===== src/rtl/sysctl_pkg.sv =====
package sysctl_pkg;

    localparam int unsigned REG_W = 32;

    // bit positions (software-visible layout)
    localparam int unsigned POS_L4   = 15;
    localparam int unsigned POS_RR   = 14;
    localparam int unsigned POS_V    = 13;
    localparam int unsigned POS_I    = 12;
    localparam int unsigned POS_Z    = 11;
    localparam int unsigned POS_R    = 9;
    localparam int unsigned POS_S    = 8;
    localparam int unsigned POS_B    = 7;

    // positions that always read back as one
    localparam logic [REG_W-1:0] FIXED_ONES = (REG_W'(1) << 16) | REG_W'(32'h0000_0078);

    typedef struct packed {
        logic vhigh;
        logic icache;
        logic predict;
        logic romprot;
        logic mmuprot;
    } banked_t;

    typedef struct packed {
        logic pcload;
        logic rrobin;
        logic bigend;
    } shared_t;

    typedef enum logic {
        WORLD_NSEC = 1'b0,
        WORLD_SEC  = 1'b1
    } world_e;

    function automatic banked_t pick_banked(input logic [REG_W-1:0] w);
        banked_t b;
        b.vhigh   = w[POS_V];
        b.icache  = w[POS_I];
        b.predict = w[POS_Z];
        b.romprot = w[POS_R];
        b.mmuprot = w[POS_S];
        return b;
    endfunction

    function automatic shared_t pick_shared(input logic [REG_W-1:0] w);
        shared_t s;
        s.pcload = w[POS_L4];
        s.rrobin = w[POS_RR];
        s.bigend = w[POS_B];
        return s;
    endfunction

    function automatic logic [REG_W-1:0] compose_word(input banked_t b, input shared_t s);
        logic [REG_W-1:0] w;
        w         = FIXED_ONES;
        w[POS_V]  = b.vhigh;
        w[POS_I]  = b.icache;
        w[POS_Z]  = b.predict;
        w[POS_R]  = b.romprot;
        w[POS_S]  = b.mmuprot;
        w[POS_L4] = s.pcload;
        w[POS_RR] = s.rrobin;
        w[POS_B]  = s.bigend;
        return w;
    endfunction

endpackage


===== src/rtl/sysctl_bank.sv =====
module sysctl_bank
    import sysctl_pkg::*;
(
    input  logic    clk,
    input  logic    rst,
    input  logic    rst_vhigh,
    input  logic    wr_en,
    input  banked_t wr_fields,
    output banked_t q
);

    always_ff @(posedge clk) begin
        if (rst) begin
            q         <= '0;
            q.vhigh   <= rst_vhigh;
        end else if (wr_en) begin
            q <= wr_fields;
        end
    end

    AST_BANK_HOLD: assert property (@(posedge clk) disable iff (rst)
        !wr_en |=> $stable(q)) else $error("bank changed without write");

endmodule


===== src/rtl/sysctl_shared.sv =====
module sysctl_shared
    import sysctl_pkg::*;
(
    input  logic    clk,
    input  logic    rst,
    input  logic    rst_bigend,
    input  logic    acc_wr_en,
    input  logic    acc_secure,
    input  shared_t wr_fields,
    output shared_t q
);

    logic upd;
    assign upd = acc_wr_en && (world_e'(acc_secure) == WORLD_SEC);

    always_ff @(posedge clk) begin
        if (rst) begin
            q        <= '0;
            q.bigend <= rst_bigend;
        end else if (upd) begin
            q <= wr_fields;
        end
    end

    AST_NSEC_WRITE_BLOCKED: assert property (@(posedge clk) disable iff (rst)
        (acc_wr_en && !acc_secure) |=> $stable(q)) else $error("non-secure write changed shared field");

endmodule


===== src/rtl/sysctl_ctrl_out.sv =====
module sysctl_ctrl_out
    import sysctl_pkg::*;
#(
    parameter logic [REG_W-1:0] VEC_HIGH_BASE = 32'hFFFF_0000
)(
    input  logic             clk,
    input  logic             rst,
    input  logic             rst_vhigh,
    input  logic             rst_bigend,
    input  logic             cpu_secure,
    input  banked_t          bank_sec,
    input  banked_t          bank_nsec,
    input  shared_t          shared_q,
    input  logic [REG_W-1:0] vbar_in,
    output logic             out_icache_en,
    output logic             out_bpred_en,
    output logic             out_high_vec,
    output logic             out_big_endian,
    output logic             out_rr_repl,
    output logic             out_l4_mode,
    output logic [REG_W-1:0] out_vec_base
);

    banked_t cur_bank;
    assign cur_bank = (world_e'(cpu_secure) == WORLD_SEC) ? bank_sec : bank_nsec;

    always_ff @(posedge clk) begin
        if (rst) begin
            out_icache_en  <= 1'b0;
            out_bpred_en   <= 1'b0;
            out_high_vec   <= rst_vhigh;
            out_big_endian <= rst_bigend;
            out_rr_repl    <= 1'b0;
            out_l4_mode    <= 1'b0;
        end else begin
            out_icache_en  <= cur_bank.icache;
            out_bpred_en   <= cur_bank.predict;
            out_high_vec   <= cur_bank.vhigh;
            out_big_endian <= shared_q.bigend;
            out_rr_repl    <= shared_q.rrobin;
            out_l4_mode    <= shared_q.pcload;
        end
    end

    assign out_vec_base = out_high_vec ? VEC_HIGH_BASE : vbar_in;

endmodule


===== src/rtl/sysctl_bank_reg.sv =====
module sysctl_bank_reg
    import sysctl_pkg::*;
#(
    parameter logic [REG_W-1:0] VEC_HIGH_BASE = 32'hFFFF_0000
)(
    input  logic             clk,
    input  logic             rst,
    input  logic             strap_big_endian,
    input  logic             strap_high_vec,
    input  logic             cpu_secure,
    input  logic             acc_wr_en,
    input  logic             acc_secure,
    input  logic [REG_W-1:0] acc_wdata,
    output logic [REG_W-1:0] acc_rdata,
    input  logic [REG_W-1:0] vbar_in,
    output logic             out_icache_en,
    output logic             out_bpred_en,
    output logic             out_high_vec,
    output logic             out_big_endian,
    output logic             out_rr_repl,
    output logic             out_l4_mode,
    output logic [REG_W-1:0] out_vec_base
);

    localparam int unsigned N_WORLDS = 2;

    banked_t bank_q [N_WORLDS];
    banked_t wr_banked;
    shared_t wr_shared;
    shared_t shared_q;
    banked_t bank_sec;
    banked_t bank_nsec;
    banked_t rd_bank;

    assign wr_banked = pick_banked(acc_wdata);
    assign wr_shared = pick_shared(acc_wdata);

    for (genvar g = 0; g < N_WORLDS; g++) begin : g_world
        logic bank_wr;
        assign bank_wr = acc_wr_en && (acc_secure == (g == int'(WORLD_SEC)));
        sysctl_bank u_bank (
            .clk       (clk),
            .rst       (rst),
            .rst_vhigh (strap_high_vec),
            .wr_en     (bank_wr),
            .wr_fields (wr_banked),
            .q         (bank_q[g])
        );
    end

    assign bank_sec  = bank_q[int'(WORLD_SEC)];
    assign bank_nsec = bank_q[int'(WORLD_NSEC)];

    sysctl_shared u_shared (
        .clk        (clk),
        .rst        (rst),
        .rst_bigend (strap_big_endian),
        .acc_wr_en  (acc_wr_en),
        .acc_secure (acc_secure),
        .wr_fields  (wr_shared),
        .q          (shared_q)
    );

    assign rd_bank   = acc_secure ? bank_sec : bank_nsec;
    assign acc_rdata = compose_word(rd_bank, shared_q);

    sysctl_ctrl_out #(.VEC_HIGH_BASE(VEC_HIGH_BASE)) u_out (
        .clk            (clk),
        .rst            (rst),
        .rst_vhigh      (strap_high_vec),
        .rst_bigend     (strap_big_endian),
        .cpu_secure     (cpu_secure),
        .bank_sec       (bank_sec),
        .bank_nsec      (bank_nsec),
        .shared_q       (shared_q),
        .vbar_in        (vbar_in),
        .out_icache_en  (out_icache_en),
        .out_bpred_en   (out_bpred_en),
        .out_high_vec   (out_high_vec),
        .out_big_endian (out_big_endian),
        .out_rr_repl    (out_rr_repl),
        .out_l4_mode    (out_l4_mode),
        .out_vec_base   (out_vec_base)
    );

    AST_WORLD_ISOLATION: assert property (@(posedge clk) disable iff (rst)
        (acc_wr_en && !acc_secure) |=> $stable(bank_sec)) else $error("non-secure write reached secure bank");

    AST_FIXED_ONES: assert property (@(posedge clk) disable iff (rst)
        (acc_rdata[16] && (acc_rdata[6:3] == 4'hF))) else $error("fixed-one bits lost");

    AST_RESERVED_ZERO: assert property (@(posedge clk) disable iff (rst)
        (acc_rdata[31:17] == '0 && !acc_rdata[10] && acc_rdata[2:0] == 3'b000)) else $error("reserved bits set");

endmodule


===== config.mk =====
export PLATFORM = sky130hd
export DESIGN_NAME = sysctl_bank_reg
export DESIGN_NICKNAME = d
export VERILOG_FILES = /design/src/rtl/sysctl_pkg.sv /design/src/rtl/sysctl_bank.sv /design/src/rtl/sysctl_shared.sv /design/src/rtl/sysctl_ctrl_out.sv /design/src/rtl/sysctl_bank_reg.sv
export SDC_FILE = /design/constraint.sdc
export NUM_CORES = 1
export LEC_CHECK = 0
export BUFFER_PORTS_ARGS = -buffer_cell sky130_fd_sc_hd__buf_2
export CORE_UTILIZATION = 25
export CTS_CLUSTER_DIAMETER = 200
export DETAILED_ROUTE_END_ITERATION = 7
export PLACE_DENSITY_LB_ADDON = 0.05
export RECOVER_POWER = 100
export SLEW_MARGIN = 15
export SYNTH_ARGS = -nofsm -noshare
export SYNTH_HDL_FRONTEND = slang
export SYNTH_SLANG_ARGS = --single-unit

===== constraint.sdc =====
create_clock -name clk -period 1.3 [get_ports clk]
set_input_delay 0.13 -clock clk [delete_from_list [all_inputs] [get_ports clk]]
set_output_delay 0.13 -clock clk [all_outputs]
set_load 0.01 [all_outputs]

* Word level (Yosys, flattened, before mapping)
Index checks and enable logic that the tools add are counted.
W data, S select, Z words.
** Storage, ports and cells
- Register bits :: 19
- Input port bits :: 71
- Output and inout bits :: 70
- Word-level logic and storage cells :: 35
** Operators by class
- Muxes and demuxes :: 11
- Bitwise gates (word level) :: 1
- Reductions and logical operators :: 4
** Operators by type and width (number)
- $mux W32 :: 1
- $mux W5 :: 6
- $mux W1 :: 4
- $reduce_bool A2 Y1 :: 2
- $logic_and A1 B1 Y1 :: 2
- $not A1 Y1 :: 1

* Logic depth before layout (Yosys ltp)
- Depth after elaboration :: 4
- Mapped depth :: 4
- Depth with buffers taken out :: 3

* By module
Synthesis repeated with hierarchy kept, for this count alone.
** Second synthesis, totals
- Cells, all modules :: 132
- Area, all modules :: 1231.2 µm²
** Modules (own cells, without submodules)
- sysctl_ctrl_out :: instances 1, cells each 51, area each 420.4 µm², sequential area each 120.1 µm²
- sysctl_bank :: instances 2, cells each 18, area each 195.2 µm², sequential area each 110.1 µm²
- sysctl_bank_reg :: instances 1, cells each 34, area each 290.3 µm², sequential area each 0.0 µm²
- sysctl_shared :: instances 1, cells each 11, area each 130.1 µm², sequential area each 70.1 µm²

* Worst setup path after synthesis
No wires, ideal clock.
- Kind :: reg2out
- From :: register u_out.out_high_vec
- To :: output port out_vec_base[20]
- Data arrival time :: 861 ps
- Data required time :: 1170 ps
- Path slack :: 309 ps
- Cell stages (with the launch flop) :: 3
- Cells stage by stage :: dfxtp_1 > clkbuf_1 > or2_2
** Between the ends
- Longest elaborated chain between the ends :: 1
** Ends and longest elaborated chain
- from (decl) :: RTL line sysctl_ctrl_out.sv:17 : output logic out_high_vec,
- from (signal assigned) :: RTL line sysctl_ctrl_out.sv:31 : out_high_vec <= rst_vhigh;
- from (signal assigned) :: RTL line sysctl_ctrl_out.sv:38 : out_high_vec <= cur_bank.vhigh;
- $mux W32 :: RTL line sysctl_ctrl_out.sv:45 : assign out_vec_base = out_high_vec ? VEC_HIGH_BASE : vbar_in;
- to (decl) :: RTL line sysctl_bank_reg.sv:22 : output logic [REG_W-1:0] out_vec_base
Every way passes these cells.

* Final worst setup path
- From :: register u_out.out_high_vec
- To :: output port out_vec_base[9]
Same word-level chain as after synthesis.

==> results.py <==
metrics = {
    "run_status": {
        "status": "complete, no violations",
    },
    "power": {
        "p_clk_share_pct": 27.9,
        "sequentialPowerShare_pct": 44.7,
        "switching_share_pct": 30.3,
        "pwr_density_cell_nw_per_um2": 940,
        "combinationalPowerShare_pct": 27.5,
        "p_switching_w": 0.000447,
        "vdd_drop_max_v": 0.000512,
        "p_leak_nw": 0.768,
        "intPower_w": 0.00103,
    },
    "sta": {
        "finalHoldViolations": 0,
        "slew_headroom_pct": 39.5,
        "fin_ws_ps": 91.9,
        "slew_violations": 0,
        "setup_viol": 0,
        "rsz0062_at_grt": "no",
        "min_period_ps": 1210,
        "timing.final.crit_share_pct": 92.9,
        "max_freq_mhz": 828,
        "skew_ps": 0.443,
        "tightestPinTransition_ps": 907,
        "final.setup.tns_ps": 0,
    },
    "die": {
        "design.portCount": 141,
        "die_area_um2": 4840,
        "core_area_um2": 4380,
        "row_count": 24,
        "fp.dieH_um": 69.6,
        "start_util_pct": 26.1,
        "die_x_um": 69.6,
    },
    "routing": {
        "wl_per_cell_um": 9.74,
        "drt_iter0_drc": 15,
        "via_per_inst": 3.96,
        "antenna_left": 0,
        "vias": 1120,
        "drt_wl_total_um": 2760,
        "drc": 0,
        "drtPass1Iterations": 4,
    },
    "synthesis": {
        "syn_avg_cell_area_um2": 8.10,
        "synth_top_area_cell": "dfxtp_1",
        "synth_top_area_share_pct": 28.0,
        "synth_area_um2": 1140,
        "ys_seq_area_share_pct": 35.9,
        "yosysWarnings": 0,
        "synthTopCellsByArea": "dfxtp_1 (28%), buf_4 (16%), nor2b_1 (9.9%)",
        "ys_ff_latch": 19,
        "yosys.cell_types.count": 20,
        "syn_inst": 141,
    },
    "critical_path": {
        "cp_data_required_time_ps": 1170,
        "crit_slowest_cell": "dfxtp_4",
        "critPathLaunchType": "flip-flop",
        "worstPathCellList": "buf_4 > nor2b_1 > clkbuf_1",
        "end_kind": "primary output",
        "crit_fanout": 18,
        "critical_path.max_stage_delay_ps": 390,
        "worstSetupPathType": "reg2out",
        "cp.arrival_ps": 1080,
    },
    "worst_hold_path": {
        "hold_path_class": "in2reg",
    },
    "global_routing": {
        "grt_max_degree": 23,
        "grt_overflow": 0,
        "grt_use_total_pct": 11.1,
        "grt_pass1_vias": 945,
        "grt_pass1_wl_um": 4290,
        "antenna_found_initial": 0,
    },
    "clock_network": {
        "clockBufferDepth": 2,
        "cts-root-buf": "clkbuf_8",
        "cts.sinks": 19,
        "post_cts_buffers": 0,
        "htreeDepth": 1,
        "clock_latency_ps": 250,
        "path_clk_slew_ps": 70,
        "cts_buffers": 3,
        "cts_tree": "yes",
    },
    "finish": {
        "nets": 303,
        "fillers": 506,
        "postLayoutCoreUtil_pct": 35.8,
        "multi_input_area_um2": 598,
        "syn2layout_area_growth_pct": 37.5,
        "final_cells": 283,
        "design_area_um2": 1570,
        "seq_area_um2": 414,
        "drive_gt1_share_pct": 37.2,
        "antenna_cells": 0,
    },
    "placed_design": {
        "place_area_um2": 1560,
        "hpwl_um": 2200,
        "gp_congestion": 0.699,
        "post-place-cells": 279,
        "port_buffers": 92,
        "post-place-ws_ps": 170,
    },
    "job": {
        "max_cap_violations": 0,
    },
}
## sequential cells by signal (all words and copies together) (netlist names)
name,count
u_out.out_bpred_en,1
u_shared.q,3
g_world.u_bank.q,10
u_out.out_l4_mode,1
u_out.out_icache_en,1
u_out.out_rr_repl,1
u_out.out_big_endian,1
u_out.out_high_vec,1
## per-stage QoR
stage	hold WS [ps]	power, W
after floorplan	202	0.000958
after global placement	354	0.00111
after detailed placement	355	0.00110
after CTS	88.6	0.00152
after global routing	125	0.00158
final	90.0	0.00148
## routing by layer
metal | track usage [%] | wire length (um) | vias up
met2 | 20.1 | 1400 | 68
met3 | 2.91 | 257 | 4
li1 | - | - | 577
met1 | 12.3 | 1070 | 471
met5 | 0 | 0 | -
met4 | 4.08 | 28 | 0
## worst paths after layout
check / start / to / slack, ps / cells past startpoint
max: u_out.out_high_vec$_DFF_P_ / out_vec_base[9] / 90 / 3
min: strap_big_endian / u_out.out_big_endian$_DFF_P_ / 90 / 3
max reg2reg: g_world[1].u_bank.q[4]$_DFFE_PP_ / u_out.out_high_vec$_DFF_P_ / 550 / 2
min reg2reg: g_world[0].u_bank.q[1]$_SDFFE_PP0P_ / g_world[0].u_bank.q[1]$_SDFFE_PP0P_ / 460 / 2
## power groups by stage
stage          registers, W  clock network, W  logic, W
4_1_cts            0.000660          0.000430  0.000430
3_5_place_dp       0.000673                 0  0.000429
2_1_floorplan      0.000671                 0  0.000287
3_3_place_gp       0.000673                 0  0.000436
6_report           0.000660          0.000412  0.000406
5_1_grt            0.000667          0.000459  0.000454
## synth_stat cells
library cell  number
nand2_1           17
nor2_1             2
clkbuf_1           5
nor2b_1           18
edfxtp_1           3
mux2_1             4
dfxtp_1           16
o21ai_1            1
buf_2              2
o21ai_0            4
buf_4             24
inv_1              2
or2_2             16
nand2b_1           4
a21oi_1           10
mux2_2             1
mux2i_1            3
conb_1             2
nand3_1            6
and2b_1            1
## repair_timing
item / CTS / global route
gates cloned: 0 / 0
hold buffers: 0 / 0
pin swaps: 0 / 0
resized for setup: 1 / 1
hold endpoints to repair: 0 / 0
setup endpoints to repair: 32 / 14
## placed cells by master (no fill, tap or decap), drive strengths merged
cell type   n
a21oi      10
and2b       1
buf        52
clkbuf     46
clkinv      1
conb       24
dfxtp      16
edfxtp      3
inv         2
mux2        5
mux2i       3
nand2      17
nand2b      4
nand3       6
nor2        2
nor2b      18
o21ai       5
or2        16
## cell families after synthesis
group	share of synthesized area, %
and+or+nand+nor	30.3
buffers and inverters	18.9
DFF	35.9
AOI/OAI and AO/OA	6.57
muxes	7.56
other	0.657
## layout make-up
class	count	area share, %
tap	52	4.14
clock inverter	1	0.319
sequential	19	26.4
clock buffer	3	2.63
multi-input combinational	111	38.1
timing repair buffer	95	28.0
inverter	2	0.478
## worst max-delay path, delay by kind of cell (launching register included)
kind	cells	cell delay, ps
DFF	1	390
and+or+nand+nor	1	100
buffers and inverters	2	320
(Power assumes the default switching activity.)
